## config.mk

```make
export PLATFORM = sky130hd
export DESIGN_NAME = msk_rx_fdc
export DESIGN_NICKNAME = d
export VERILOG_FILES = /design/src/rtl/msk_rx_pkg.sv /design/src/rtl/msk_bclk_edge.sv /design/src/rtl/msk_sync_hunt.sv /design/src/rtl/msk_byte_pack.sv /design/src/rtl/msk_rx_fdc.sv
export SDC_FILE = /design/constraint.sdc
export NUM_CORES = 1
export LEC_CHECK = 0
export BUFFER_PORTS_ARGS = -buffer_cell sky130_fd_sc_hd__buf_2
export CAP_MARGIN = 20
export CORE_MARGIN = 10
export CORE_UTILIZATION = 61
export CTS_BUF_LIST = sky130_fd_sc_hd__clkbuf_4 sky130_fd_sc_hd__clkbuf_8
export CTS_CLUSTER_DIAMETER = 40
export CTS_CLUSTER_SIZE = 28
export DETAILED_ROUTE_END_ITERATION = 8
export GPL_ROUTABILITY_DRIVEN = 0
export MAX_ROUTING_LAYER = met4
export PLACE_DENSITY = 0.87
export SYNTH_ARGS = -nofsm -noshare
export SYNTH_HDL_FRONTEND = slang
export SYNTH_HIERARCHICAL = 1
export SYNTH_SLANG_ARGS = --single-unit
export TNS_END_PERCENT = 50
```

## constraint.sdc

```tcl
create_clock -name clk -period 3.28 [get_ports clk]
set_input_delay 0.164 -clock clk [delete_from_list [all_inputs] [get_ports clk]]
set_output_delay 0.164 -clock clk [all_outputs]
set_load 0.005 [all_outputs]
```

## src/rtl/msk_rx_pkg.sv

```systemverilog
package msk_rx_pkg;
   localparam logic [3:0] RXD_ADDR = 4'b0110;
   typedef logic [2:0] op_mode_t;

   function automatic logic mode_rx_on(input op_mode_t m);
      return (m == 3'd3) || (m == 3'd4) || (m == 3'd6);
   endfunction
endpackage

```

## src/rtl/msk_bclk_edge.sv

```systemverilog
module msk_bclk_edge #(
   parameter bit FALL_EDGE = 1'b1
) (
   input  logic clk,
   input  logic rst_n,
   input  logic bclk,
   output logic tick
);
   logic bclk_q;

   always_ff @(posedge clk or negedge rst_n) begin
      if (!rst_n) bclk_q <= !FALL_EDGE;
      else        bclk_q <= bclk;
   end

   generate
      if (FALL_EDGE) begin : g_fall
         assign tick = bclk_q & ~bclk;
      end else begin : g_rise
         assign tick = ~bclk_q & bclk;
      end
   endgenerate
endmodule

```

## src/rtl/msk_sync_hunt.sv

```systemverilog
module msk_sync_hunt #(
   parameter int unsigned          SYNC_W    = 16,
   parameter logic [SYNC_W-1:0]    SYNC_WORD = '1,
   parameter int unsigned          FD_LEN    = 8
) (
   input  logic clk,
   input  logic rst_n,
   input  logic reinit,
   input  logic hunt_en,
   input  logic tick,
   input  logic bit_in,
   output logic found,
   output logic fd_active
);
   localparam int unsigned FILL_W = $clog2(SYNC_W + 1);
   localparam int unsigned CNT_W  = $clog2(FD_LEN + 1);

   logic [SYNC_W-1:0] hist_q;
   logic [SYNC_W-1:0] hist_nxt;
   logic [FILL_W-1:0] fill_q;
   logic [CNT_W-1:0]  fd_cnt_q;

   assign hist_nxt  = {hist_q[SYNC_W-2:0], bit_in};
   assign found     = hunt_en && tick && (fill_q >= FILL_W'(SYNC_W - 1))
                      && (hist_nxt == SYNC_WORD);
   assign fd_active = (fd_cnt_q != '0);

   always_ff @(posedge clk or negedge rst_n) begin
      if (!rst_n) begin
         hist_q   <= '0;
         fill_q   <= '0;
         fd_cnt_q <= '0;
      end else if (reinit) begin
         hist_q   <= '0;
         fill_q   <= '0;
         fd_cnt_q <= '0;
      end else begin
         if (hunt_en && tick) begin
            hist_q <= hist_nxt;
            if (fill_q != FILL_W'(SYNC_W)) fill_q <= fill_q + 1'b1;
         end
         if (found)                        fd_cnt_q <= CNT_W'(FD_LEN);
         else if (tick && fd_cnt_q != '0)  fd_cnt_q <= fd_cnt_q - 1'b1;
      end
   end
endmodule

```

## src/rtl/msk_byte_pack.sv

```systemverilog
module msk_byte_pack #(
   parameter int unsigned DATA_W = 8
) (
   input  logic              clk,
   input  logic              rst_n,
   input  logic              reinit,
   input  logic              pack_en,
   input  logic              tick,
   input  logic              bit_in,
   input  logic              rd_ack,
   output logic [DATA_W-1:0] byte_q,
   output logic              ready,
   output logic              overrun,
   output logic              byte_done
);
   localparam int unsigned BCNT_W = $clog2(DATA_W);

   logic [DATA_W-1:0] asm_q;
   logic [DATA_W-1:0] asm_nxt;
   logic [BCNT_W-1:0] cnt_q;

   assign asm_nxt   = {asm_q[DATA_W-2:0], bit_in};
   assign byte_done = pack_en && tick && (cnt_q == BCNT_W'(DATA_W - 1));

   always_ff @(posedge clk or negedge rst_n) begin
      if (!rst_n) begin
         asm_q   <= '0;
         cnt_q   <= '0;
         byte_q  <= '0;
         ready   <= 1'b0;
         overrun <= 1'b0;
      end else if (reinit) begin
         asm_q   <= '0;
         cnt_q   <= '0;
         byte_q  <= '0;
         ready   <= 1'b0;
         overrun <= 1'b0;
      end else begin
         if (pack_en && tick) begin
            asm_q <= asm_nxt;
            cnt_q <= byte_done ? '0 : cnt_q + 1'b1;
         end
         if (byte_done) begin
            byte_q <= asm_nxt;
            ready  <= 1'b1;
            if (ready) overrun <= 1'b1;
         end else if (rd_ack) begin
            ready <= 1'b0;
         end
      end
   end
endmodule

```

## src/rtl/msk_rx_fdc.sv

```systemverilog
module msk_rx_fdc #(
   parameter int unsigned       SYNC_W    = 16,
   parameter logic [SYNC_W-1:0] SYNC_WORD = 16'hB5C3,
   parameter int unsigned       FD_LEN    = 8,
   parameter int unsigned       DATA_W    = 8,
   parameter bit                BCLK_FALL = 1'b1
) (
   input  logic              clk,
   input  logic              rst_n,
   input  logic [2:0]        mode_sel,
   input  logic              raw_sel,
   input  logic              flag_sel,
   input  logic              clr_wr,
   input  logic              clr_wdata,
   input  logic              rd_stb,
   input  logic [3:0]        rd_addr,
   output logic [DATA_W-1:0] rd_data,
   input  logic              bit_clk,
   input  logic              bit_in,
   output logic              rx_pin,
   output logic              frame_clr,
   output logic              overrun
);
   import msk_rx_pkg::*;

   generate
      if (SYNC_W < 2)  begin : g_bad_sync  $error("SYNC_W must be at least 2");  end
      if (FD_LEN < 1)  begin : g_bad_fd    $error("FD_LEN must be at least 1");  end
      if (DATA_W < 2)  begin : g_bad_data  $error("DATA_W must be at least 2");  end
   endgenerate

   logic rx_en, bit_tick, found, fd_active, byte_ready, byte_done;
   logic clear_pulse, reinit, hunt_en, pack_en, rd_ack, raw_q, fclr_q;
   logic [DATA_W-1:0] byte_q;

   assign rx_en       = mode_rx_on(mode_sel);
   assign clear_pulse = clr_wr && !clr_wdata && fclr_q && !fd_active && !found;
   assign reinit      = !rx_en || raw_sel || clear_pulse;
   assign hunt_en     = rx_en && !raw_sel && !flag_sel && !fclr_q;
   assign pack_en     = rx_en && !raw_sel && fclr_q;
   assign rd_ack      = rd_stb && (rd_addr == RXD_ADDR);
   assign rd_data     = rd_ack ? byte_q : '0;
   assign frame_clr   = fclr_q;

   msk_bclk_edge #(.FALL_EDGE(BCLK_FALL)) edge_i (
      .clk(clk), .rst_n(rst_n), .bclk(bit_clk), .tick(bit_tick)
   );

   msk_sync_hunt #(.SYNC_W(SYNC_W), .SYNC_WORD(SYNC_WORD), .FD_LEN(FD_LEN)) hunt_i (
      .clk(clk), .rst_n(rst_n), .reinit(reinit), .hunt_en(hunt_en),
      .tick(bit_tick), .bit_in(bit_in), .found(found), .fd_active(fd_active)
   );

   msk_byte_pack #(.DATA_W(DATA_W)) pack_i (
      .clk(clk), .rst_n(rst_n), .reinit(reinit), .pack_en(pack_en),
      .tick(bit_tick), .bit_in(bit_in), .rd_ack(rd_ack), .byte_q(byte_q),
      .ready(byte_ready), .overrun(overrun), .byte_done(byte_done)
   );

   always_ff @(posedge clk or negedge rst_n) begin
      if (!rst_n) begin
         fclr_q <= 1'b0;
         raw_q  <= 1'b1;
      end else begin
         if (found)                        fclr_q <= 1'b1;
         else if (clr_wr && clr_wdata)     fclr_q <= 1'b1;
         else if (clear_pulse)             fclr_q <= 1'b0;

         if (!rx_en || !raw_sel)           raw_q <= 1'b1;
         else if (bit_tick)                raw_q <= bit_in;
      end
   end

   always_comb begin
      if (!rx_en)         rx_pin = 1'b1;
      else if (raw_sel)   rx_pin = raw_q;
      else if (fd_active) rx_pin = 1'b0;
      else if (flag_sel)  rx_pin = !byte_ready;
      else                rx_pin = 1'b1;
   end
endmodule

```

==> metrics.yaml <==
async_flop_share_pct: 100
dr_total_vias: 1843
fin_tns_setup_ns: 0
grt_pass1_wl_um: 8690
cts.sinks: 47
drtAntennaViolNets: 0
wl_um: 5050
clk_pin_slew_ns: 0.09
initial_core_util_pct: 62.8
syn_inst: 245
dr.pass1.iters: 4
dpl.hpwl_um: 3360
cp_num_buf_inv: 3
cts_tree: "done"
start_kind: "register"
synth_top_area_share_pct: 45.8
synthAdderAreaFrac_pct: 3.48
synthSimpleGateAreaFrac_pct: 24.7
insertion_delay_ns: 0.30
grt_max_degree: 48
hold_viol: 0
cpMaxStageDelayCell: "dfrtp_1"
num_io_pins: 27
numCtsBuffers: 5
gr-usage-met3_pct: 4.73
max_freq_mhz: 337
cp_top_family: "simple AND/OR/NAND/NOR gates"
dr.first_iter.drc_count: 166
clockBufferDepth: 2
synth_common_cells: "dfrtp_1 (46), nand2_1 (40), a21oi_1 (20)"
num_rows: 23
track_usage_pct: 14.8
synth_compound_area_share_pct: 15.1
via_per_inst: 5.65
maxCapViolations: 0
slew_violations: 0
globalRoute.totalOverflow: 0
critPathKind: "register to register"
grt.met1_usage_pct: 17.6
area_growth_pct: 11.9
hold_path_class: "input port to register"
crit_chain: "ha_1, and3_1, ha_1, nor2_1, nand2_1, nand3_1, clkinv_2, or3b_1, o211ai_1, buf_4, buf_4, nand2b_1, mux2i_1"
synth-edff-count: 0
grt-busiest-layer: "met2"
synth_top_family_by_area: "simple AND/OR/NAND/NOR gates"
ys.warnings.count: 6
netlist_area_sq_um: 2510
n_antenna_cell: 0
post-route-min-period_ns: 2.96
placed_cells: 315
yosysMostFrequentCell: "dfrtp_1"
fin_crit_sh_pct: 90.4
slew_headroom_pct: 58.0
synthTopCellsByArea: "dfrtp_1 (46%), nand2_1 (6.0%), nand2b_1 (4.5%)"
met2_usage_pct: 23.1
clock_skew_ns: 0.0117
path_max_fanout: 27
irDropWorstVdd_mv: 0.400
p_per_area_nw_per_um2: 370
die_x_um: 84.2
grt_pass1_vias: 1862
synth_mux_area_share_pct: 3.98
max_stage_delay_ns: 0.43
cp.arrival_ns: 3.15
avgSynthCellArea_sq_um: 10.3
ys.flop_type: "dfrtp_1"
syn_nets: 268
wl_per_cell_um: 15.5
drive_gt1_share_pct: 23.2
ys_seq_elements: 47
outcome: "finished clean"
htreeDepth: 2
max_slew.worst_pin.slew_ns: 0.631
core_area_sq_um: 4000
io_buffers: 26
cts_setup_buffers: 0
drcViolationCount: 0
ys_seq_area_share_pct: 46.8
synthXorXnorAreaFrac_pct: 0.697
die_h_um: 84.2
fin_cells: 326
endpoint_kind: "register"
cellLeakagePower_nw: 1.23
ys_types: 46
layout.nets: 298
synth_top_area_cell: "dfrtp_1"
root_buffer: "clkbuf_8"
die_area_sq_um: 7090
cp.required_ns: 3.46
rsz0062_at_grt: "false"
antenna_found_initial: 0
setup_viol: 0
-- worst reg2reg max path, cell delays in order, from the launching register on --
cell and delay, ns:
dfrtp_1 0.43, ha_1 0.23, and3_1 0.19, ha_1 0.18, nor2_1 0.09, nand2_1 0.06
nand3_1 0.11, clkinv_2 0.10, or3b_1 0.35, o211ai_1 0.22, buf_4 0.31, buf_4 0.36
nand2b_1 0.17, mux2i_1 0.07
-- power by group --
part	switching, mW	internal [mW]	total (mW)
logic	0.0475	0.0283	0.0757
registers	0.00190	0.581	0.583
clock network	0.182	0.201	0.383
total	0.232	0.810	1.04
-- registers in the layout, indices dropped and copies added, names as in the netlist --
name             count
pack_i/asm_q         7
pack_i/ready         1
frame_clr            1
raw_q                1
hunt_i/fd_cnt_q      4
hunt_i/hist_q       15
edge_i/bclk_q        1
hunt_i/fill_q        5
pack_i/byte_q        8
pack_i/cnt_q         3
pack_i/overrun       1
-- area by class of cell --
type	instances	area, sq um
clock buffer	8	104
inverter	9	40.0
multi-input combinational	177	1210
tap	50	62.6
fill	294	1190
timing repair buffer	35	223
sequential	47	1180
-- layer usage --
| metal | share of wire [%] | wire length [um] |
|---|---|---|
| met2 | 49 | 2470 |
| met4 | 1.5 | 76 |
| met5 | 0 | 0 |
| met1 | 44 | 2210 |
| met3 | 5.6 | 283 |
-- cell families after synthesis --
logic type | count (synthesis)
buffers and inverters | 21
and+or+nand+nor | 108
DFF | 47
muxes | 10
AOI/OAI and AO/OA | 50
adders and majority gates | 7
xor gates and xnor gates | 2
-- layout by cell type, fill, tap and decap left out, types with 2 or more instances in the layout --
cell type,netlist,layout
nand2b_1,18,18
a21oi_2,11,11
nand4b_1,3,3
dfrtp_1,46,46
nand4_1,2,2
buf_2,3,26
a21bo_1,10,10
buf_4,1,6
or3b_1,2,2
dlygate4sd3_1,0,2
and2_1,9,9
a32o_1,2,2
or4b_1,2,2
ha_1,7,7
clkbuf_8,0,7
a21oi_1,20,20
nand3_1,10,10
inv_1,7,7
nand2_1,40,40
mux2i_1,10,10
nor2_1,4,4
and3_1,4,4
nor3_1,4,4
-- through the flow --
step	setup WS (ns)	hold slack (ns)	total power, mW	util [%]	instance area [sq um]
final	0.316	0.0849	1.04	70.3	2810
after global routing	0.0928	0.0723	1.09	70.3	2810
after CTS	0.281	0.00476	1.05	69.1	2770
after detailed placement	0.308	0.325	0.665	66.5	2660
after global placement	0.438	0.317	0.663	66.5	2660
after floorplan	0.504	-0.132	0.635	-	2510
-- path summary, 6_finish.rpt --
kind,from,endpoint,slack (ns),cells past startpoint
setup reg to reg,hunt_i/fill_q[0],pack_i/byte_q[4],0.32,13
setup / recovery,hunt_i/fill_q[0],pack_i/byte_q[4],0.32,13
hold reg to reg,pack_i/overrun,pack_i/overrun,0.51,2
max in group asynchronous,rst_n,pack_i/asm_q[5],2.37,3
min in group asynchronous,rst_n,edge_i/bclk_q,0.38,2
hold / removal,raw_sel,raw_q,0.08,2
-- what timing repair did --
item | 4_1_cts | 5_1_grt
hold buffers | 0 | 2
endpoints found under the setup margin | 0 | 0
hold endpoints to repair | 0 | 22
gates resized for setup | 0 | 0
Note: power is estimated with default switching activity, not from simulation.
